`config.mk`:
```
export PLATFORM = sky130hd
export DESIGN_NAME = sadc_seq
export DESIGN_NICKNAME = d
export VERILOG_FILES = /design/src/rtl/sadc_seq_pkg.sv /design/src/rtl/sadc_seq_timer.sv /design/src/rtl/sadc_seq_ctl.sv /design/src/rtl/sadc_seq_capture.sv /design/src/rtl/sadc_seq.sv
export SDC_FILE = /design/constraint.sdc
export NUM_CORES = 1
export LEC_CHECK = 0
export CAP_MARGIN = 15
export CORE_MARGIN = 2
export CORE_UTILIZATION = 36
export CTS_CLUSTER_DIAMETER = 120
export DETAILED_ROUTE_END_ITERATION = 16
export GPL_ROUTABILITY_DRIVEN = 0
export PLACE_DENSITY = 0.58
export SLEW_MARGIN = 10
export SYNTH_ARGS = -nofsm -noshare
export SYNTH_HDL_FRONTEND = slang
export SYNTH_SLANG_ARGS = --single-unit
```
`constraint.sdc`:
```
create_clock -name clk -period 10.8 [get_ports clk]
set_input_delay 3.24 -clock clk [delete_from_list [all_inputs] [get_ports clk]]
set_output_delay 3.24 -clock clk [all_outputs]
set_load 0.005 [all_outputs]
```
`src/rtl/sadc_seq_pkg.sv`:
```
package sadc_seq_pkg;

    localparam int SAMPLE_BITS    = 12;
    localparam int FIRST_DATA_PER = 2;
    localparam int LAST_DATA_PER  = 13;
    localparam int ACQ_PERIODS    = 3;
    localparam int MIN_FRAME      = 16;

    typedef enum logic {
        SEQ_IDLE = 1'b0,
        SEQ_RUN  = 1'b1
    } seq_state_e;

    typedef enum logic {
        EDGE_RISE = 1'b0,
        EDGE_FALL = 1'b1
    } cap_edge_e;

    // true when serial period p carries one of the converter's data bits
    function automatic logic in_data_window(input int p);
        return (p >= FIRST_DATA_PER) && (p <= LAST_DATA_PER);
    endfunction

endpackage

```
`src/rtl/sadc_seq_timer.sv`:
```
module sadc_seq_timer
    import sadc_seq_pkg::*;
#(
    parameter int LEN_W = 11,
    parameter int DIV_W = 8
) (
    input  logic             clk,
    input  logic             rst,
    input  logic             launch,
    input  logic [LEN_W-1:0] len,
    input  logic [DIV_W-1:0] div,
    output logic             sclk,
    output logic             busy,
    output logic             rise_evt,
    output logic             fall_evt,
    output logic             frame_end,
    output logic [LEN_W-1:0] period
);

    seq_state_e       st;
    logic [DIV_W-1:0] ph;
    logic             half;   // 0: high phase, 1: low phase
    logic             ph_done;

    assign busy      = (st == SEQ_RUN);
    assign ph_done   = busy && (ph == div);
    assign fall_evt  = ph_done && !half;
    assign rise_evt  = ph_done && half && (period != len);
    assign frame_end = ph_done && half && (period == len);

    always_ff @(posedge clk) begin
        if (rst) begin
            st     <= SEQ_IDLE;
            ph     <= '0;
            half   <= 1'b0;
            period <= '0;
            sclk   <= 1'b0;
        end else if (launch) begin
            st     <= SEQ_RUN;
            ph     <= '0;
            half   <= 1'b0;
            period <= LEN_W'(1);
            sclk   <= 1'b1;
        end else if (busy) begin
            if (ph_done) begin
                ph <= '0;
                if (!half) begin
                    half <= 1'b1;
                    sclk <= 1'b0;
                end else if (period == len) begin
                    st   <= SEQ_IDLE;
                    half <= 1'b0;
                end else begin
                    half   <= 1'b0;
                    period <= period + LEN_W'(1);
                    sclk   <= 1'b1;
                end
            end else begin
                ph <= ph + DIV_W'(1);
            end
        end
    end

endmodule

```
`src/rtl/sadc_seq_ctl.sv`:
```
module sadc_seq_ctl
    import sadc_seq_pkg::*;
#(
    parameter int LEN_W = 11,
    parameter int DIV_W = 8
) (
    input  logic             clk,
    input  logic             rst,
    input  logic             start,
    input  logic             free_run,
    input  logic [DIV_W-1:0] cfg_div,
    input  logic             busy,
    input  logic             frame_end,
    input  logic             rise_evt,
    input  logic [LEN_W-1:0] period,
    input  logic [LEN_W-1:0] len_q,
    input  logic             pdn_q,
    output logic             launch,
    output logic             conv
);

    localparam int HI_W = DIV_W + 3;

    logic [HI_W-1:0]  hi_cnt;
    logic [HI_W-1:0]  acq_min;
    logic [LEN_W-1:0] rise_per;
    logic             pending;
    logic             acq_ok;

    assign acq_min  = HI_W'(2 * ACQ_PERIODS) * (HI_W'(cfg_div) + HI_W'(1));
    assign acq_ok   = hi_cnt >= (acq_min - HI_W'(1));
    assign rise_per = pdn_q ? (len_q - LEN_W'(ACQ_PERIODS - 1))
                            : LEN_W'(FIRST_DATA_PER);
    assign launch   = (pending || start || free_run) && (!busy || frame_end) && acq_ok;

    always_ff @(posedge clk) begin
        if (rst) begin
            pending <= 1'b0;
        end else if (launch) begin
            pending <= 1'b0;
        end else if (start) begin
            pending <= 1'b1;
        end
    end

    always_ff @(posedge clk) begin
        if (rst) begin
            conv <= 1'b1;
        end else if (launch) begin
            conv <= 1'b0;
        end else if (rise_evt && ((period + LEN_W'(1)) == rise_per)) begin
            conv <= 1'b1;
        end
    end

    always_ff @(posedge clk) begin
        if (rst) begin
            hi_cnt <= '0;
        end else if (conv) begin
            if (hi_cnt != '1) hi_cnt <= hi_cnt + HI_W'(1);
        end else begin
            hi_cnt <= '0;
        end
    end

endmodule

```
`src/rtl/sadc_seq_capture.sv`:
```
module sadc_seq_capture
    import sadc_seq_pkg::*;
#(
    parameter int LEN_W = 11
) (
    input  logic                   clk,
    input  logic                   rst,
    input  logic                   rise_evt,
    input  logic                   fall_evt,
    input  logic [LEN_W-1:0]       period,
    input  logic                   fall_edge,
    input  logic                   sdo,
    output logic [SAMPLE_BITS-1:0] result,
    output logic                   valid
);

    logic [SAMPLE_BITS-2:0] shreg;
    logic                   take;
    logic                   last;
    int                     p_cur;

    always_comb begin
        p_cur = int'(period);
        if (cap_edge_e'(fall_edge) == EDGE_FALL) begin
            take = fall_evt && in_data_window(p_cur);
            last = fall_evt && (p_cur == LAST_DATA_PER);
        end else begin
            // the rising edge seen here opens period p_cur+1
            take = rise_evt && in_data_window(p_cur + 1);
            last = rise_evt && ((p_cur + 1) == LAST_DATA_PER);
        end
    end

    always_ff @(posedge clk) begin
        if (rst) begin
            shreg  <= '0;
            result <= '0;
            valid  <= 1'b0;
        end else begin
            valid <= take && last;
            if (take) shreg <= {shreg[SAMPLE_BITS-3:0], sdo};
            if (take && last) result <= {shreg, sdo};
        end
    end

endmodule

```
`src/rtl/sadc_seq.sv`:
```
module sadc_seq
    import sadc_seq_pkg::*;
#(
    parameter int LEN_W = 11,
    parameter int DIV_W = 8
) (
    input  logic                   clk,
    input  logic                   rst,
    input  logic                   start,
    input  logic                   free_run,
    input  logic [LEN_W-1:0]       cfg_frame_len,
    input  logic [DIV_W-1:0]       cfg_div,
    input  logic                   cfg_pdn,
    input  logic                   cfg_fall_edge,
    input  logic                   adc_sdo,
    output logic                   adc_conv,
    output logic                   adc_sclk,
    output logic [SAMPLE_BITS-1:0] result,
    output logic                   result_valid
);

    typedef struct packed {
        logic [LEN_W-1:0] len;
        logic [DIV_W-1:0] div;
        logic             pdn;
        logic             fedge;
    } frame_cfg_t;

    frame_cfg_t       cfg_q;
    logic [LEN_W-1:0] len_eff;
    logic             launch;
    logic             busy;
    logic             rise_evt;
    logic             fall_evt;
    logic             frame_end;
    logic [LEN_W-1:0] period;

    assign len_eff = (cfg_frame_len < LEN_W'(MIN_FRAME)) ? LEN_W'(MIN_FRAME) : cfg_frame_len;

    always_ff @(posedge clk) begin
        if (rst) begin
            cfg_q <= '{len: LEN_W'(MIN_FRAME), div: '0, pdn: 1'b0, fedge: 1'b0};
        end else if (launch) begin
            cfg_q <= '{len: len_eff, div: cfg_div, pdn: cfg_pdn, fedge: cfg_fall_edge};
        end
    end

    sadc_seq_ctl #(.LEN_W(LEN_W), .DIV_W(DIV_W)) u_ctl (
        .clk       (clk),
        .rst       (rst),
        .start     (start),
        .free_run  (free_run),
        .cfg_div   (cfg_div),
        .busy      (busy),
        .frame_end (frame_end),
        .rise_evt  (rise_evt),
        .period    (period),
        .len_q     (cfg_q.len),
        .pdn_q     (cfg_q.pdn),
        .launch    (launch),
        .conv      (adc_conv)
    );

    sadc_seq_timer #(.LEN_W(LEN_W), .DIV_W(DIV_W)) u_timer (
        .clk       (clk),
        .rst       (rst),
        .launch    (launch),
        .len       (cfg_q.len),
        .div       (cfg_q.div),
        .sclk      (adc_sclk),
        .busy      (busy),
        .rise_evt  (rise_evt),
        .fall_evt  (fall_evt),
        .frame_end (frame_end),
        .period    (period)
    );

    sadc_seq_capture #(.LEN_W(LEN_W)) u_cap (
        .clk       (clk),
        .rst       (rst),
        .rise_evt  (rise_evt),
        .fall_evt  (fall_evt),
        .period    (period),
        .fall_edge (cfg_q.fedge),
        .sdo       (adc_sdo),
        .result    (result),
        .valid     (result_valid)
    );

endmodule

```
==> metrics.cfg <==
[outcome]
run_status=complete, no violations

[drt]
drt-initial-drc-count=333
routed_wirelength_um=12400
routedWlPerCell_um=15.2
route.detailed.vias_per_inst=5.37
first_pass_iters=5
vias=4357
antenna_violating_nets_post_route=0
drc=0

[synthesis]
synth-warning-count=0
syn-num-nets=657
synth-seq-area-share=0.317
synth.lib_cells_used.distinct=67
syn-instance-count=606
postSynth.asyncResetShare=0
post_synth.cell_area_avg_sq_um=8.33
synth_seq_cells=80
yosys_most_used_dff=sky130_fd_sc_hd__dfxtp_1
synth.cell_area_sq_um=5050
synth-edff-count=0

[placed_design]
portBuffers=40
dp_worst_setup_slack_ns=2.34
dp_hpwl_um=9110

[die]
fp.coreArea_sq_um=13800
die_width_um=122
die_y_um=122
io_pins=41
fp.dieArea_sq_um=15000
initial_core_util=0.366
row_count=43

[power_and_ir_drop]
power.share.clock=0.459
total_leakage_power_nw=2.33
cellPowerDensity_nw_per_um2=121
comb_power_share=0.120
cell_internal_pwr_w=0.000533
irDropWorstVdd_mv=0.106
power.switching_fraction=0.247
power.sequential.fraction=0.421
power.net_switching_w=0.000174

[timing]
fmax_mhz=123
final_hold_violating_endpoints=0
final.setup.tns_ns=0
skew_ns=0.00775
setup_ws_ns=2.67
unrepaired_setup_endpoints_after_global_routing=false
max_slew_margin=0.470
worst_margin_pin_slew_ns=0.795
fin_crit_ns=8.13
report.final.slew_viol_count=0
fin_crit_sh=0.753
total_setup_violations_reported_at_the_end_of_the_flow=0

[cts]
cts_htree_levels=3
clockRootBuffer=sky130_fd_sc_hd__clkbuf_16
post_cts_buffers=0
clk_pin_slew_worst_paths_ns=0.06
cts_tree=yes
cts_buffers=9
cts.repair.resized=0
postCtsHoldBufs=0
clk_latency_ns=0.34
cts.sinks=80
longest_clk_path_bufs=2

[global_routing]
globalRouteOverflowTotal=0
first_global_vias=4294
number_of_antenna_violations_at_the_first_check_in_global_routing=0
grt_start_max_net_pins=41
global_route.usage.total=0.175
wire_length_of_the_first_global_routing_pass_um=20900

[min_path]
whs_path_depth=2
whs_endpoint=u_cap.result[5]
hold_class=register to register
worst_hold_startpoint=u_cap.shreg[4]

[layout]
fillers=1372
layout_cell_share_with_drive_strength_beyond_1=0.0617
num-nets-final=679
antenna_cells_inserted=0
areaGrowthSynthToFinish_pct=16.1

[critical_path]
critical_path_arrival_ns=8.34
crit_fanout=19
reg2reg_slack_ns=7.51
timing.critical_path.required_ns=11.01
reg2reg_depth=8
rr_startpoint=u_timer.period[0]
worst_r2r_endpoint=cfg_q[14]
crit_path_start_kind=input port
worstSetupStartpoint=cfg_div[0]
ws_path_type=input port to register
critPathCaptureType=register

[flow_run]
maxCapViolations=0

[power groups by stage]
stage	Sequential [W]	Combinational, W	Clock [W]
2_1_floorplan	0.000304	0.0000602	0
6_report	0.000298	0.0000848	0.000325
4_1_cts	0.000298	0.0000845	0.000331
5_1_grt	0.000298	0.0000943	0.000344
3_3_place_gp	0.000305	0.0000817	0
3_5_place_dp	0.000305	0.0000835	0
[kinds of logic after synthesis]
family / after synthesis / share of synthesized area
AO/OA/AOI/OAI: 128 / 0.171
XOR/XNOR: 78 / 0.140
adder cells (fa/ha/maj): 25 / 0.0635
buffers and inverters: 46 / 0.0402
flip-flops: 80 / 0.317
multiplexers: 18 / 0.0357
AND/OR/NAND/NOR: 231 / 0.233
[routing by layer]
metal  GRT usage  part of all wire
met4      0.0625             0.015
met1       0.240              0.50
met5           0                 0
met2       0.269              0.43
met3      0.0409             0.055
[sequential cells by signal, summed over array words and instances (netlist names)]
signal / flops
cfg_q: 21
u_cap.result: 12
u_cap.shreg: 11
u_cap.valid: 1
u_ctl.conv: 1
u_ctl.hi_cnt: 11
u_ctl.pending: 1
u_timer.busy: 1
u_timer.half: 1
u_timer.period: 11
u_timer.ph: 8
u_timer.sclk: 1
[Yosys cell counts (5+ instances only)]
| cell | instances | area share |
|---|---|---|
| sky130_fd_sc_hd__clkbuf_1 | 19 | 0.014 |
| sky130_fd_sc_hd__xor2_1 | 50 | 0.087 |
| sky130_fd_sc_hd__nand4_1 | 9 | 0.011 |
| sky130_fd_sc_hd__mux2i_1 | 18 | 0.036 |
| sky130_fd_sc_hd__nand2_1 | 36 | 0.027 |
| sky130_fd_sc_hd__nand3_1 | 41 | 0.041 |
| sky130_fd_sc_hd__and3_1 | 10 | 0.012 |
| sky130_fd_sc_hd__a21oi_1 | 39 | 0.039 |
| sky130_fd_sc_hd__ha_1 | 24 | 0.060 |
| sky130_fd_sc_hd__inv_1 | 12 | 0.0089 |
| sky130_fd_sc_hd__o21ai_0 | 38 | 0.038 |
| sky130_fd_sc_hd__or2_2 | 5 | 0.0062 |
| sky130_fd_sc_hd__a21o_1 | 6 | 0.0089 |
| sky130_fd_sc_hd__xnor2_1 | 26 | 0.045 |
| sky130_fd_sc_hd__nor3_1 | 18 | 0.018 |
| sky130_fd_sc_hd__nor4_1 | 14 | 0.017 |
| sky130_fd_sc_hd__buf_4 | 5 | 0.0074 |
| sky130_fd_sc_hd__buf_2 | 9 | 0.0089 |
| sky130_fd_sc_hd__nor2_1 | 64 | 0.048 |
| sky130_fd_sc_hd__dfxtp_1 | 80 | 0.32 |
[per-stage QoR]
step,util,total power (W),hold slack [ns],cell area (sq um),std cells
after floorplan,-,0.000364,0.457,5050,606
after global placement,0.403,0.000386,0.480,5550,797
after detailed placement,0.403,0.000388,0.492,5550,797
after CTS,0.425,0.000714,0.501,5860,812
after global routing,0.425,0.000737,0.526,5860,812
final,0.425,0.000707,0.503,5860,812
[worst max-delay path, cell delays in order]
cell and delay, ns:
sky130_fd_sc_hd__clkdlybuf4s50_1 0.59, sky130_fd_sc_hd__ha_1 0.27, sky130_fd_sc_hd__xor2_1 0.41, sky130_fd_sc_hd__ha_1 0.31
sky130_fd_sc_hd__a21o_1 0.18, sky130_fd_sc_hd__a21o_1 0.21, sky130_fd_sc_hd__a221o_1 0.35, sky130_fd_sc_hd__and3_4 0.19
sky130_fd_sc_hd__a2111oi_4 0.38, sky130_fd_sc_hd__o221ai_2 0.16, sky130_fd_sc_hd__xnor2_1 0.21, sky130_fd_sc_hd__ha_1 0.25
sky130_fd_sc_hd__o21a_1 0.13, sky130_fd_sc_hd__o221ai_2 0.64, sky130_fd_sc_hd__o21ai_1 0.39, sky130_fd_sc_hd__buf_4 0.30
sky130_fd_sc_hd__a2bb2oi_1 0.13
[placed cells by master, fill, tap and decap left out, types with 10 or more instances in the layout]
| cell | instances |
|---|---|
| sky130_fd_sc_hd__clkdlybuf4s50_1 | 40 |
| sky130_fd_sc_hd__nor2_1 | 64 |
| sky130_fd_sc_hd__inv_1 | 12 |
| sky130_fd_sc_hd__a21oi_1 | 39 |
| sky130_fd_sc_hd__and3_1 | 10 |
| sky130_fd_sc_hd__nor4_1 | 14 |
| sky130_fd_sc_hd__xor2_1 | 50 |
| sky130_fd_sc_hd__nor3_1 | 18 |
| sky130_fd_sc_hd__ha_1 | 24 |
| sky130_fd_sc_hd__mux2i_1 | 18 |
| sky130_fd_sc_hd__dfxtp_1 | 80 |
| sky130_fd_sc_hd__xnor2_1 | 26 |
| sky130_fd_sc_hd__nand3_1 | 41 |
| sky130_fd_sc_hd__o21ai_0 | 38 |
| sky130_fd_sc_hd__nand2_1 | 36 |
[worst max-delay path by stage]
stage | endpoint | slack, ns | cells past startpoint
finish | cfg_q[14] | 2.67 | 17
global route | cfg_q[14] | 2.26 | 17
CTS | cfg_q[14] | 2.70 | 17
detailed placement | cfg_q[14] | 2.34 | 17
global placement | cfg_q[14] | 2.51 | 17
floorplan | cfg_q[14] | 3.66 | 17
[layout make-up]
type / instances / area, sq um / area share
multi-input combinational: 480 / 3240 / 0.553
sequential: 80 / 1600 / 0.273
timing repair buffer: 44 / 430 / 0.0735
clock buffer: 10 / 229 / 0.0391
tap: 180 / 225 / 0.0384
clock inverter: 5 / 82.6 / 0.0141
inverter: 13 / 48.8 / 0.00833
Note: power is estimated with default switching activity, not from simulation.
